===== config.mk =====
export PLATFORM = sky130hd
export DESIGN_NAME = sdram_ap_tracker
export DESIGN_NICKNAME = d
export VERILOG_FILES = /design/src/rtl/sdram_apt_pkg.sv /design/src/rtl/sdram_apt_bank.sv /design/src/rtl/sdram_apt_rdpipe.sv /design/src/rtl/sdram_apt_burst.sv /design/src/rtl/sdram_ap_tracker.sv
export SDC_FILE = /design/constraint.sdc
export NUM_CORES = 1
export LEC_CHECK = 0
export ABC_CLOCK_PERIOD_IN_PS = 4800
export BUFFER_PORTS_ARGS = -buffer_cell sky130_fd_sc_hd__buf_2
export CAP_MARGIN = 15
export CORE_AREA = 2 2 79 81
export DETAILED_ROUTE_END_ITERATION = 7
export DIE_AREA = 0 0 81 83
export PLACE_DENSITY = 0.8
export RECOVER_POWER = 25
export SLEW_MARGIN = 20
export SYNTH_ARGS = -nofsm -noshare
export SYNTH_HDL_FRONTEND = slang
export SYNTH_SLANG_ARGS = --single-unit
export TNS_END_PERCENT = 10

===== constraint.sdc =====
create_clock -name clk_i -period 4.8 [get_ports clk_i]
set_clock_uncertainty 0.2 [all_clocks]
set_input_delay 0.96 -clock clk_i [delete_from_list [all_inputs] [get_ports clk_i]]
set_output_delay 0.96 -clock clk_i [all_outputs]
set_load 0.05 [all_outputs]

===== src/rtl/sdram_apt_pkg.sv =====
package sdram_apt_pkg;
  typedef enum logic [1:0] {
    CMD_NOP = 2'b00,
    CMD_ACT = 2'b01,
    CMD_RD  = 2'b10,
    CMD_WR  = 2'b11
  } cmd_e;

  typedef enum logic [1:0] {
    BK_IDLE,
    BK_OPEN,
    BK_APWAIT,
    BK_PRECH
  } bank_st_e;
endpackage


===== src/rtl/sdram_apt_bank.sv =====
module sdram_apt_bank
  import sdram_apt_pkg::*;
#(
  parameter int CW  = 4,
  parameter int TWR = 2,
  parameter int TRP = 3
) (
  input  logic          clk_i,
  input  logic          rst_ni,
  input  logic          act_i,
  input  logic          ap_load_i,
  input  logic [CW-1:0] ap_wait_i,
  input  logic          intr_now_i,
  input  logic          intr_twr_i,
  output logic          pre_o,
  output logic          idle_o,
  output logic          open_o
);
  bank_st_e      st_q;
  logic [CW-1:0] cnt_q;
  logic          pre_q;
  logic          fire;

  // interrupted read precharges at once; write reloads tWR
  assign fire = (st_q == BK_APWAIT) &&
                (intr_now_i || (!intr_twr_i && cnt_q == CW'(1)));

  always_ff @(posedge clk_i or negedge rst_ni) begin
    if (!rst_ni) begin
      st_q  <= BK_IDLE;
      cnt_q <= '0;
      pre_q <= 1'b0;
    end else begin
      pre_q <= fire;
      unique case (st_q)
        BK_IDLE: if (act_i) st_q <= BK_OPEN;
        BK_OPEN: if (ap_load_i) begin
          st_q  <= BK_APWAIT;
          cnt_q <= ap_wait_i;
        end
        BK_APWAIT: begin
          if (fire) begin
            st_q  <= BK_PRECH;
            cnt_q <= CW'(TRP);
          end else if (intr_twr_i) begin
            cnt_q <= CW'(TWR);
          end else begin
            cnt_q <= cnt_q - CW'(1);
          end
        end
        BK_PRECH: begin
          if (cnt_q == CW'(1)) st_q <= BK_IDLE;
          else cnt_q <= cnt_q - CW'(1);
        end
        default: st_q <= BK_IDLE;
      endcase
    end
  end

  assign pre_o  = pre_q;
  assign idle_o = (st_q == BK_IDLE);
  assign open_o = (st_q == BK_OPEN);

  p_act_idle_r2: assert property (@(posedge clk_i) disable iff (!rst_ni)
    act_i |-> st_q == BK_IDLE);
  p_intr_wait_r8: assert property (@(posedge clk_i) disable iff (!rst_ni)
    (intr_now_i || intr_twr_i) |-> st_q == BK_APWAIT);
  p_apload_open_r10: assert property (@(posedge clk_i) disable iff (!rst_ni)
    ap_load_i |-> st_q == BK_OPEN);
  p_pre_single_r11: assert property (@(posedge clk_i) disable iff (!rst_ni)
    pre_q |=> !pre_q && !idle_o);
endmodule


===== src/rtl/sdram_apt_rdpipe.sv =====
module sdram_apt_rdpipe #(
  parameter int CL = 3,
  parameter int BW = 2
) (
  input  logic          clk_i,
  input  logic          rst_ni,
  input  logic          launch_v_i,
  input  logic [BW-1:0] launch_bank_i,
  input  logic          clear_i,
  output logic          out_v_o,
  output logic [BW-1:0] out_bank_o,
  output logic          pend_o
);
  logic [CL:0]   v_q;
  logic [BW-1:0] b_q [CL+1];

  always_ff @(posedge clk_i or negedge rst_ni) begin
    if (!rst_ni) begin
      v_q[0] <= 1'b0;
      b_q[0] <= '0;
    end else begin
      v_q[0] <= launch_v_i && !clear_i;
      b_q[0] <= launch_bank_i;
    end
  end

  for (genvar i = 1; i <= CL; i++) begin : g_stage
    always_ff @(posedge clk_i or negedge rst_ni) begin
      if (!rst_ni) begin
        v_q[i] <= 1'b0;
        b_q[i] <= '0;
      end else begin
        v_q[i] <= v_q[i-1] && !clear_i;
        b_q[i] <= b_q[i-1];
      end
    end
  end

  assign out_v_o    = v_q[CL];
  assign out_bank_o = b_q[CL];
  assign pend_o     = |v_q[CL-1:0];

  p_clear_empty_r6: assert property (@(posedge clk_i) disable iff (!rst_ni)
    clear_i |=> !out_v_o && !pend_o);
endmodule


===== src/rtl/sdram_apt_burst.sv =====
module sdram_apt_burst #(
  parameter int BL = 4,
  parameter int BW = 2
) (
  input  logic          clk_i,
  input  logic          rst_ni,
  input  logic          legal_rd_i,
  input  logic          legal_wr_i,
  input  logic          ap_i,
  input  logic [BW-1:0] bank_i,
  input  logic          dqm_i,
  input  logic          rd_pend_i,
  output logic          busy_o,
  output logic [BW-1:0] cur_bank_o,
  output logic          cur_rd_o,
  output logic          cur_ap_o,
  output logic          launch_v_o,
  output logic [BW-1:0] launch_bank_o,
  output logic          wr_v_o,
  output logic [BW-1:0] wr_bank_o,
  output logic          contention_o
);
  localparam int CNTW = $clog2(BL + 1);

  logic [CNTW-1:0] cnt_q;
  logic [BW-1:0]   cur_bank_q, wr_bank_q;
  logic            cur_rd_q, cur_ap_q, rd_ap_q;
  logic            dqm_d1_q, dqm_d2_q, wr_v_q, cont_q;
  logic            legal_rw, busy, wr_beat, rd_due, dqm_ok;

  assign legal_rw = legal_rd_i || legal_wr_i;
  assign busy     = (cnt_q != '0);

  assign launch_v_o    = legal_rd_i || (busy && cur_rd_q && !legal_rw);
  assign launch_bank_o = legal_rd_i ? bank_i : cur_bank_q;
  assign wr_beat       = legal_wr_i || (busy && !cur_rd_q && !legal_rw);
  assign rd_due        = rd_pend_i || (busy && cur_rd_q);
  // mask lead time depends on the read being cut off
  assign dqm_ok        = rd_ap_q ? dqm_d2_q : dqm_d1_q;

  always_ff @(posedge clk_i or negedge rst_ni) begin
    if (!rst_ni) begin
      cnt_q      <= '0;
      cur_bank_q <= '0;
      cur_rd_q   <= 1'b0;
      cur_ap_q   <= 1'b0;
      rd_ap_q    <= 1'b0;
      dqm_d1_q   <= 1'b0;
      dqm_d2_q   <= 1'b0;
      wr_v_q     <= 1'b0;
      wr_bank_q  <= '0;
      cont_q     <= 1'b0;
    end else begin
      if (legal_rw) begin
        cnt_q      <= CNTW'(BL - 1);
        cur_bank_q <= bank_i;
        cur_rd_q   <= legal_rd_i;
        cur_ap_q   <= ap_i;
      end else if (busy) begin
        cnt_q <= cnt_q - CNTW'(1);
      end
      if (legal_rd_i) rd_ap_q <= ap_i;
      dqm_d1_q  <= dqm_i;
      dqm_d2_q  <= dqm_d1_q;
      wr_v_q    <= wr_beat;
      wr_bank_q <= legal_wr_i ? bank_i : cur_bank_q;
      cont_q    <= legal_wr_i && rd_due && !dqm_ok;
    end
  end

  assign busy_o       = busy;
  assign cur_bank_o   = cur_bank_q;
  assign cur_rd_o     = cur_rd_q;
  assign cur_ap_o     = cur_ap_q;
  assign wr_v_o       = wr_v_q;
  assign wr_bank_o    = wr_bank_q;
  assign contention_o = cont_q;

  p_one_owner_r5: assert property (@(posedge clk_i) disable iff (!rst_ni)
    !(legal_rd_i && legal_wr_i));
  p_rd_stops_wr_r7: assert property (@(posedge clk_i) disable iff (!rst_ni)
    legal_rd_i |=> !wr_v_o);
endmodule


===== src/rtl/sdram_ap_tracker.sv =====
module sdram_ap_tracker
  import sdram_apt_pkg::*;
#(
  parameter int NB  = 4,
  parameter int BL  = 4,
  parameter int CL  = 3,
  parameter int TWR = 2,
  parameter int TRP = 3,
  localparam int BW = $clog2(NB)
) (
  input  logic          clk_i,
  input  logic          rst_ni,
  input  logic [1:0]    cmd_i,
  input  logic          ap_i,
  input  logic [BW-1:0] bank_i,
  input  logic          dqm_i,
  output logic [NB-1:0] pre_start_o,
  output logic [NB-1:0] idle_o,
  output logic          bus_rd_o,
  output logic          bus_wr_o,
  output logic [BW-1:0] bus_bank_o,
  output logic          contention_o,
  output logic          illegal_o
);
  localparam int CW = $clog2(CL + BL + TWR + TRP + 2);

  cmd_e          cmd;
  logic [NB-1:0] bk_open, bk_idle, bk_pre;
  logic          tgt_open, tgt_idle;
  logic          legal_act, legal_rd, legal_wr, legal_rw, illegal, illegal_q;
  logic          busy, cur_rd, cur_ap, intr_v;
  logic [BW-1:0] cur_bank;
  logic          launch_v, wr_v, rd_v, rd_pend;
  logic [BW-1:0] launch_bank, wr_bank, rd_bank;
  logic [CW-1:0] ap_wait;

  assign cmd      = cmd_e'(cmd_i);
  assign tgt_open = bk_open[bank_i];
  assign tgt_idle = bk_idle[bank_i];

  assign legal_act = (cmd == CMD_ACT) && tgt_idle;
  assign legal_rd  = (cmd == CMD_RD) && tgt_open;
  assign legal_wr  = (cmd == CMD_WR) && tgt_open;
  assign legal_rw  = legal_rd || legal_wr;
  assign illegal   = ((cmd == CMD_ACT) && !tgt_idle) ||
                     ((cmd == CMD_RD || cmd == CMD_WR) && !tgt_open);

  // new column command to another bank cuts an auto-precharge burst
  assign intr_v  = legal_rw && busy && cur_ap && (cur_bank != bank_i);
  assign ap_wait = legal_rd ? CW'(CL + BL) : CW'(BL + TWR);

  sdram_apt_burst #(.BL(BL), .BW(BW)) i_burst (
    .clk_i         (clk_i),
    .rst_ni        (rst_ni),
    .legal_rd_i    (legal_rd),
    .legal_wr_i    (legal_wr),
    .ap_i          (ap_i),
    .bank_i        (bank_i),
    .dqm_i         (dqm_i),
    .rd_pend_i     (rd_pend),
    .busy_o        (busy),
    .cur_bank_o    (cur_bank),
    .cur_rd_o      (cur_rd),
    .cur_ap_o      (cur_ap),
    .launch_v_o    (launch_v),
    .launch_bank_o (launch_bank),
    .wr_v_o        (wr_v),
    .wr_bank_o     (wr_bank),
    .contention_o  (contention_o)
  );

  sdram_apt_rdpipe #(.CL(CL), .BW(BW)) i_rdpipe (
    .clk_i         (clk_i),
    .rst_ni        (rst_ni),
    .launch_v_i    (launch_v),
    .launch_bank_i (launch_bank),
    .clear_i       (legal_wr),
    .out_v_o       (rd_v),
    .out_bank_o    (rd_bank),
    .pend_o        (rd_pend)
  );

  for (genvar b = 0; b < NB; b++) begin : g_bank
    logic sel, cur_sel;
    assign sel     = (bank_i == BW'(b));
    assign cur_sel = (cur_bank == BW'(b));

    sdram_apt_bank #(.CW(CW), .TWR(TWR), .TRP(TRP)) i_bank (
      .clk_i      (clk_i),
      .rst_ni     (rst_ni),
      .act_i      (legal_act && sel),
      .ap_load_i  (legal_rw && ap_i && sel),
      .ap_wait_i  (ap_wait),
      .intr_now_i (intr_v && cur_rd && cur_sel),
      .intr_twr_i (intr_v && !cur_rd && cur_sel),
      .pre_o      (bk_pre[b]),
      .idle_o     (bk_idle[b]),
      .open_o     (bk_open[b])
    );
  end

  always_ff @(posedge clk_i or negedge rst_ni) begin
    if (!rst_ni) illegal_q <= 1'b0;
    else illegal_q <= illegal;
  end

  assign pre_start_o = bk_pre;
  assign idle_o      = bk_idle;
  assign bus_rd_o    = rd_v;
  assign bus_wr_o    = wr_v;
  assign bus_bank_o  = wr_v ? wr_bank : (rd_v ? rd_bank : '0);
  assign illegal_o   = illegal_q;

  p_bus_excl_r6: assert property (@(posedge clk_i) disable iff (!rst_ni)
    !(bus_rd_o && bus_wr_o));
  p_illegal_no_wr_r12: assert property (@(posedge clk_i) disable iff (!rst_ni)
    (illegal && !busy) |=> !bus_wr_o);
endmodule


==> results of run 1 <==
-- critical path: stages --
cell	delay (ps)
buf_2	260
mux2i_1	180
o22ai_2	630
a31oi_1	220
a311o_1	400
mux2_4	300
-- worst max-delay path by stage --
stage,from,endpoint,slack [ps],depth (start not counted)
floorplan,i_rdpipe.out_v_o,bus_bank_o[0],1830,2
detailed placement,bank_i[1],g_bank[2].i_bank.st_q[1],1560,6
finish,bank_i[1],g_bank[2].i_bank.st_q[1],1860,6
global route,bank_i[1],g_bank[0].i_bank.st_q[1],1790,6
global placement,bank_i[1],g_bank[2].i_bank.st_q[1],1630,6
CTS,bank_i[1],g_bank[2].i_bank.st_q[1],1900,6
-- cell type report --
| class | instances | area, um^2 | area share (%) |
|---|---|---|---|
| clock buffers | 5 | 68.8 | 1.92 |
| clock inverters | 3 | 31.3 | 0.873 |
| inverters | 27 | 101 | 2.83 |
| multi-input cells | 246 | 1800 | 50.2 |
| flip-flops and latches | 55 | 1380 | 38.4 |
| well taps | 75 | 93.8 | 2.62 |
| repair buffers | 22 | 113 | 3.14 |
-- state kept, by name, summed over array words and instances (netlist names) --
register              count
illegal_o                 1
i_burst.rd_ap_q           1
i_burst.cur_ap_o          1
i_burst.dqm_d1_q          1
g_bank.i_bank.cnt_q      16
i_rdpipe.b_q              6
g_bank.i_bank.pre_o       4
i_burst.dqm_d2_q          1
i_rdpipe.out_v_o          1
i_burst.cur_rd_o          1
i_burst.cur_bank_o        2
g_bank.i_bank.st_q        8
i_burst.wr_bank_o         2
i_burst.cnt_q             3
i_rdpipe.v_q              3
i_burst.contention_o      1
i_rdpipe.out_bank_o       2
i_burst.wr_v_o            1
-- where the power goes --
| part | switching [mW] | internal, mW | leakage, nW | total, mW |
|---|---|---|---|---|
| logic | 0.799 | 0.499 | 0.935 | 1.30 |
| clock network | 0.181 | 0.112 | 0.0522 | 0.293 |
| registers | 0.153 | 0.649 | 0.657 | 0.802 |
-- routing by layer --
| layer | part of all wire [%] | vias to the layer above | track usage (%) | wire length [um] |
|---|---|---|---|---|
| li1 | - | 1276 | - | - |
| met1 | 48 | 1303 | 31.0 | 3420 |
| met2 | 46 | 61 | 33.4 | 3240 |
| met3 | 4.3 | 12 | 4.46 | 302 |
| met4 | 1.6 | 0 | 6.78 | 111 |
| met5 | 0 | - | 0 | 0 |
-- metrics by stage --
step | setup WS [ps] | area (um^2) | hold WS [ps]
2_1_floorplan | 1830 | 3420 | 131
3_3_place_gp | 1630 | 3480 | 133
3_5_place_dp | 1560 | 3480 | 136
4_1_cts | 1900 | 3580 | 161
5_1_grt | 1790 | 3580 | 169
6_report | 1860 | 3580 | 159
-- kinds of logic after synthesis --
kind of cell	synth area share, %
compound gates	19.3
simple gates	16.8
mux	6.04
fa+ha+maj	9.52
xor+xnor	1.03
flops	40.3
buf+inv	7.06
-- cell usage in the layout (no fill, tap or decap), types with 3 or more instances in the layout --
cell      count
a21oi_1      11
a221o_1       3
a311o_1       3
a31oi_1       5
and2_1        5
and3_1        5
buf_2        21
clkbuf_8      5
dfrtp_1      55
ha_1         26
inv_1        26
mux2_1        4
mux2i_1       9
nand2_1      30
nand2b_1      5
nand3_1       9
nand4_1       5
nor2_1       14
nor2b_1       5
nor3_1        5
nor3b_1       4
o211ai_1      3
o21ai_0      17
o21ai_1      15
o22ai_1       4
o31ai_1       3
o32a_1        3
or3b_1        3
xnor2_1       3
==> run metrics, run 1 <==
HPWL after DPL=4940 um; synth top area cells=dfrtp_1 40%, ha_1 9.5%, nand2_1 3.3%; worst-path maximum fanout=17; Reg-to-Reg Start=g_bank[3].i_bank.st_q[1]; antenna cells=0; Fin. Hold Viols=0; Setup CP Type=input port to flip-flop; CTS root buf=clkbuf_8; Yosys top cell area share=40.3%; final non-filler cell total=433; post_cts resized=0; WP data required=4830 ps; synth-to-layout area growth=4.87%; number of flops mapped to enable cells by yosys=0; max_cap viols=0; critical path endpoint category=flip-flop; CTS sink cnt=55; vias in the first global route=2484; Fill cells=478; actual slew at the worst max-slew pin=716 ps; number of library cell types mapped by synthesis=70; Rows=28; Max Clock Freq=0.340 GHz; RSZ-0062 raised after global routing=false; R2R Path End=g_bank[2].i_bank.st_q[1]; TritonCTS clock tree=built; WHS Path Cells=0; Mapped Area=3420 um^2; drt total wl=7080 um; first-pass GRT wire length=11700 um; top_reg_cell synth=dfrtp_1; CTS clock-pin slew for the worst setup and hold paths=120 ps; CP startpoint kind=input port; initial detailed-routing violation count=231; crit path DAT=2970 ps; Peak VDD IR=0.000365 V; asr flop ratio synth=100%; drt drc=0; number of vias per cell=6.12; post-synthesis register bit count=55; fin crit share=61.3%; total power=2.39 mW; Final min period=2940 ps; layout cells sized above 1=12.0%; r2r worst-path depth=7; H-tree depth=2; largest net degree at the start of global routing=56; Final ANT Viol Nets=0; TNS Setup=0 ps; I/O Pins=22; fin nets=391; Die Wd=81 um; Clock Tree Buf Depth=2; Syn. warnings=0; clock latency on the worst-skew pair=330 ps; Inst Count DP=425; Die ar.=6720 um^2; WL per Instance=16.3 um; Pleak=1.64 nW; Worst Hold End=i_rdpipe.b_q[2]; synthesized net count=384; Final Util=61.6%; area leader, netlist=dfrtp_1; final-report setup violation count=0; CTS buffer count=5; max_slew headroom=52.3%; Hold WC Path Type=flip-flop to flip-flop; Pre-antenna DRT Iters=4; Final Max Slew Viols=0; Routability Congestion=0.821; top post-synthesis cells by count=55 x dfrtp_1, 30 x nand2_1, 26 x ha_1, 26 x inv_1, 17 x o21ai_0; count of input and output buffers=21; initial antenna violation count=0; PwrDens=667 nW/um^2; grt total ovfl=0; Initial Utilization=58.8%; average size of a mapped cell=9.77 um^2; gr usage total=21.8%; Post-CTS Setup Bufs=0; count leader, synth=dfrtp_1; via count=2652; post-synthesis sequential area ratio=40.3%; cts hold-fix bufs=0; status=finished, final reports clean; Die Y=83 um; Cells after Synth=350; worst reg-to-reg setup slack=1960 ps; HP Start=i_rdpipe.b_q[4]; Core Region=5820 um^2
Power figures use the tool's default switching activity.
==> run 2: changes to the inputs <==
Settings changed: ABC_AREA set to 1, ABC_CLOCK_PERIOD_IN_PS 4800 to 2600, CORE_AREA 2 2 79 81 to 2 2 82 84, DIE_AREA 0 0 81 83 to 0 0 84 86, PLACE_DENSITY 0.8 to 0.78.
Clock period 4.8 ns to 2.6 ns, I/O delays scaled along.
==> run metrics, run 2 <==
number of flops mapped to enable cells by yosys=0 (unchanged); Clock Tree Buf Depth=2 (unchanged); CTS buffer count=5 (unchanged); gr usage total=19.6% (-2.2 points); CTS sink cnt=55 (unchanged); crit path DAT=2290 ps (-680 ps); number of vias per cell=4.91 (-20%); grt total ovfl=0 (unchanged); number of library cell types mapped by synthesis=35 (-50%); drt drc=0 (unchanged); PwrDens=1180 nW/um^2 (+78%); Crit path largest cell delay=420 ps (-210 ps); Rows=29 (+3.6%); Hold WC Path Type=input port to flip-flop; initial antenna violation count=0 (unchanged); Final WS setup=322 ps (-1540 ps); WL per Instance=11.8 um (-28%); layout cells sized above 1=12.2% (+0.19 points); Hold WS=107 ps (-51.8 ps); Routability Congestion=0.895 (+9.1%); final-report setup violation count=0 (unchanged); fin crit share=87.6%; Die ar.=7220 um^2 (+7.5%); Cells after Synth=445 (+27%); HPWL after DPL=5040 um (+1.9%); Die Wd=84 um (+3.7%); post-synthesis register bit count=55 (unchanged); antenna cells=0 (unchanged); Peak VDD IR=0.000892 V (+140%); via count=2670 (+0.68%); post-route cell area=3640 um^2 (+1.5%); post-synthesis sequential area ratio=40.5% (+0.19 points); Max Clock Freq=0.439 GHz; TritonCTS clock tree=built; Post-CTS Setup Bufs=0 (unchanged); asr flop ratio synth=100% (unchanged); largest net degree at the start of global routing=21 (-63%); Pleak=2.05 nW (+25%); most used cell, CP=nand2_1; initial detailed-routing violation count=157 (-32%); Core Region=6280 um^2 (+7.9%); average size of a mapped cell=7.64 um^2 (-22%); Die Y=86 um (+3.6%); Final min period=2280 ps; Setup CP Type=flip-flop to flip-flop; Pre-antenna DRT Iters=4 (unchanged); synthesized net count=479 (+25%); count leader, synth=nand2_1; CTS root buf=clkbuf_8; vias in the first global route=2604 (+4.8%); Mapped Area=3400 um^2 (-0.48%); fin nets=500 (+28%); H-tree depth=2 (unchanged); Largest register FFs=16 (unchanged); top_reg_cell synth=dfrtp_1; clock latency on the worst-skew pair=310 ps (-20 ps); synth top area cells=dfrtp_1 40%, nand2_1 13%, ha_1 9.6%; most frequent cells in the layout=114 x nand2_1, 77 x inv_1, 55 x dfrtp_1; synth-to-layout area growth=6.91%; Slowest cell on crit path=dfrtp_1; area leader, netlist=dfrtp_1; drt total wl=6400 um (-9.6%); WP data required=2610 ps (-2220 ps); RSZ-0062 raised after global routing=false; actual slew at the worst max-slew pin=1020 ps (+309 ps); total power=4.31 mW (+80%); max_cap viols=0 (unchanged); Largest Register=g_bank.i_bank.cnt_q; CP startpoint kind=flip-flop; CTS clock-pin slew for the worst setup and hold paths=100 ps (-20 ps); Placed Area=3540 um^2 (+1.7%); most common cell after layout, fill and taps aside=nand2_1; critical path endpoint category=flip-flop; dpl ws=303 ps (-1260 ps); Yosys top cell area share=40.5% (+0.19 points); top post-synthesis cells by count=114 x nand2_1, 77 x inv_1, 55 x dfrtp_1; cts hold-fix bufs=1 (+1); count of input and output buffers=21 (unchanged); post_cts resized=0 (unchanged); cells along the critical path=inv_1 -> ha_1 -> inv_1 -> nand3_1 -> nand3_2 -> nor2_4 -> nand3_1 -> nand2_1 -> nand2_2 -> nand2_2 -> nand2_1 -> nand2_1 -> nand2_1; first-pass GRT wire length=11400 um (-2.9%); Initial Utilization=54.2% (-4.6 points); TNS Setup=0 ps (unchanged); Syn. warnings=0 (unchanged); worst-path maximum fanout=19 (+2); Fin. Hold Viols=0 (unchanged); max_slew headroom=31.7% (-21 points); Final ANT Viol Nets=0 (unchanged); status=finished, final reports clean; Largest regs=g_bank.i_bank.cnt_q x16, g_bank.i_bank.st_q x8, i_rdpipe.b_q x6; I/O Pins=22 (unchanged); Final Max Slew Viols=0 (unchanged)
[run 2: cell types whose count changed in the layout (fill, tap and decap cells not counted), moves of 6 or more]
cell     before  now
nand2_1      30  114
nand2_2       1   12
o21ai_1      15    2
nor2_2        0    7
nand3_1       9   43
a21oi_1      11    5
inv_1        26   77
mux2i_1       9    0
nor2_1       14   41
xor2_1        1    8
o21ai_0      17   11
[run 2: worst paths after layout]
kind	start	endpoint	slack, ps	depth (start not counted)
max reg2reg	g_bank[3].i_bank.st_q[1]	g_bank[3].i_bank.st_q[0]	320	13
min	dqm_i	i_burst.dqm_d1_q	110	1
max	g_bank[3].i_bank.st_q[1]	g_bank[3].i_bank.st_q[0]	320	13
min reg2reg	i_rdpipe.b_q[2]	i_rdpipe.out_bank_o[0]	160	0
max in group asynchronous	rst_ni	i_burst.cur_bank_o[0]	500	3
min in group asynchronous	rst_ni	g_bank[3].i_bank.cnt_q[3]	690	2
[run 2: critical path, delay by kind of cell, from the launching register on]
family                     cells  cell delay, ps
adders and majority gates      1             180
DFF                            1             420
and+or+nand+nor               10            1230
buffers and inverters          2             140
[run 2: metrics by stage]
step / utilization [%] / cells
after floorplan: - / 445
after global placement: 56.4 / 535
after detailed placement: 56.4 / 535
after CTS: 58.0 / 544
after global routing: 57.9 / 544
final: 57.9 / 544
[run 2: cells by family (layout without fill, tap and decap cells)]
logic type | after synthesis | in the layout | synth area share, %
compound gates | 33 | 33 | 5.99
simple gates | 233 | 233 | 30.7
flops | 55 | 55 | 40.5
xor+xnor | 9 | 9 | 2.32
buf+inv | 89 | 111 | 11.0
fa+ha+maj | 26 | 26 | 9.56
[run 2: power breakdown]
part | internal [mW] | switching (mW)
clock | 0.194 | 0.287
sequential | 1.20 | 0.227
combinational | 0.783 | 1.61
[run 2: final cells by class]
type,instances,area (um^2)
Fill cell,587,2640
Multi-Input combinational cell,301,1650
Sequential cell,55,1380
Inverter,79,297
Timing Repair Buffer,24,126
Tap cell,77,96.3
Clock buffer,6,72.6
Clock inverter,2,16.3
[run 2: routing by layer]
| metal | wire (um) | vias up | track usage (%) |
|---|---|---|---|
| met3 | 195 | 8 | 3.75 |
| met5 | 0 | - | 0 |
| li1 | - | 1415 | - |
| met4 | 88 | 0 | 6.60 |
| met1 | 3120 | 1218 | 25.1 |
| met2 | 2990 | 29 | 33.5 |
==> run 3: changes to the inputs <==
Settings changed: ABC_AREA 1 to not set, CELL_PAD_IN_SITES_DETAIL_PLACEMENT set to 0, CELL_PAD_IN_SITES_GLOBAL_PLACEMENT set to 2, CORE_AREA 2 2 82 84 to 2 2 102 104, DIE_AREA 0 0 84 86 to 0 0 104 106, PLACE_DENSITY 0.78 to 0.77.
==> run metrics, run 3 (synthesis gave the netlist of run 1 again) <==
CTS clock-pin slew for the worst setup and hold paths=120 ps (+20 ps); clock latency on the worst-skew pair=320 ps (about the same); Final ANT Viol Nets=0 (unchanged); Placed Area=3670 um^2 (+3.6%); Hold WC Path Type=input port to flip-flop; HP Start=dqm_i; Die Wd=104 um (+24%); largest net degree at the start of global routing=36 (+71%); Clock Tree Buf Depth=2 (unchanged); actual slew at the worst max-slew pin=1260 ps (+238 ps); Die Y=106 um (+23%); grt total ovfl=0 (unchanged); Pleak=1.71 nW (-16%); RSZ-0062 raised after global routing=false; final-report setup violation count=0 (unchanged); most frequent cells in the layout=55 x dfrtp_1, 30 x nand2_1, 26 x inv_1; CTS buffer count=5 (unchanged); Post-CTS Setup Bufs=0 (unchanged); most common cell after layout, fill and taps aside=dfrtp_1; TNS Setup=0 ps (unchanged); count of input and output buffers=21 (unchanged); Setup CP Type=flip-flop to flip-flop; vias in the first global route=2708 (+4.0%); Max Clock Freq=0.408 GHz (-6.9%); Die ar.=11000 um^2 (+53%); first-pass GRT wire length=13700 um (+20%); Core Region=10000 um^2 (+59%); fin crit share=94.2% (+6.5 points); CTS sink cnt=55 (unchanged); synth-to-layout area growth=11.2%; Largest regs=g_bank.i_bank.cnt_q x16, g_bank.i_bank.st_q x8, i_rdpipe.b_q x6; Reg-to-Reg Start=g_bank[3].i_bank.st_q[1]; initial detailed-routing violation count=169 (+7.6%); Initial Utilization=34.2% (-20 points); WP data required=2600 ps (about the same); post-route cell area=3800 um^2 (+4.5%); crit path DAT=2450 ps (+160 ps); Final WS setup=152 ps (-170 ps); Peak VDD IR=0.000532 V (-40%); R2R Path End=g_bank[3].i_bank.cnt_q[0]; max_slew headroom=15.8% (-16 points); WHS Path Cells=1 (unchanged); Worst Hold End=i_burst.dqm_d1_q; gr usage total=15.3% (-4.3 points); HPWL after DPL=5830 um (+16%); Final min period=2450 ps (+170 ps); Final Max Slew Viols=0 (unchanged); PwrDens=1200 nW/um^2 (+1.1%); fin nets=405 (-19%); WL per Instance=15.6 um (+32%); Largest register FFs=16 (unchanged); number of vias per cell=5.11 (+4.2%); Largest Register=g_bank.i_bank.cnt_q; worst-path maximum fanout=10 (-9); I/O Pins=22 (unchanged); drt drc=0 (unchanged); r2r worst-path depth=8 (-5); initial antenna violation count=0 (unchanged); layout cells sized above 1=16.1% (+3.9 points); antenna cells=0 (unchanged); max_cap viols=0 (unchanged); Pre-antenna DRT Iters=4 (unchanged); via count=2598 (-2.7%); Routability Congestion=0.783 (-13%); CP startpoint kind=flip-flop; CTS root buf=clkbuf_8; status=finished, final reports clean; dpl ws=75.9 ps (-227 ps); drt total wl=7910 um (+24%); critical path endpoint category=flip-flop; TritonCTS clock tree=built; H-tree depth=2 (unchanged); Rows=37 (+28%); worst reg-to-reg setup slack=150 ps (-170 ps); Fin. Hold Viols=0 (unchanged)
## run 3: critical path, cell delays in order, from the launching register on
cell and delay (ps):
dfrtp_1 430, inv_1 90, ha_1 270, mux2i_1 170
o22ai_2 330, buf_4 250, nand4_1 100, a311o_1 370
a2bb2oi_1 130
## run 3: worst max-delay path by stage
stage                             startpoint                        end  slack [ps]  depth (start not counted)
detailed placement                 bank_i[1]   g_bank[0].i_bank.st_q[1]          80                          6
global placement                   bank_i[1]   g_bank[0].i_bank.st_q[1]         160                          6
CTS                 g_bank[1].i_bank.st_q[1]   g_bank[0].i_bank.st_q[1]         100                          7
global route        g_bank[3].i_bank.st_q[1]  g_bank[3].i_bank.cnt_q[0]          30                          8
floorplan                   i_rdpipe.out_v_o              bus_bank_o[0]          70                          2
finish              g_bank[3].i_bank.st_q[1]  g_bank[3].i_bank.cnt_q[0]         150                          8
## run 3: per-stage QoR
stage / instances / total power [mW] / hold slack [ps] / utilization [%]
after floorplan: 350 / 3.39 / 24.4 / -
after global placement: 499 / 4.00 / 132 / 36.7
after detailed placement: 499 / 4.02 / 135 / 36.7
after CTS: 508 / 4.56 / 96.0 / 37.8
after global routing: 508 / 4.98 / 88.9 / 38.0
final: 508 / 4.55 / 101 / 38.0
## run 3: what timing repair did
item	4_1_cts	5_1_grt
hold buffers	1	0
hold endpoints to repair	20	0
endpoints found under the setup margin	0	7
resized for setup	0	6
## run 3: routing by layer
| layer | GRT usage (%) | share of wire (%) | wire length, um | up-vias |
|---|---|---|---|---|
| li1 | - | - | - | 1312 |
| met2 | 26.0 | 47 | 3740 | 40 |
| met3 | 2.58 | 3.2 | 252 | 4 |
| met5 | 0 | 0 | 0 | - |
| met4 | 3.96 | 0.99 | 78 | 0 |
| met1 | 20.2 | 48 | 3830 | 1242 |
## run 3: power breakdown
group / switching, mW / total (mW) / internal, mW / leakage [nW]
combinational: 1.54 / 2.56 / 1.02 / 1.01
clock: 0.327 / 0.532 / 0.205 / 0.0511
sequential: 0.262 / 1.46 / 1.20 / 0.657
## run 3: final cells by class
class,count,area (um^2)
Fill cell,1053,6200
Clock inverter,3,28.8
Inverter,27,101
Timing Repair Buffer,36,231
Multi-Input combinational cell,246,1830
Tap cell,136,170
Sequential cell,55,1380
Clock buffer,5,68.8
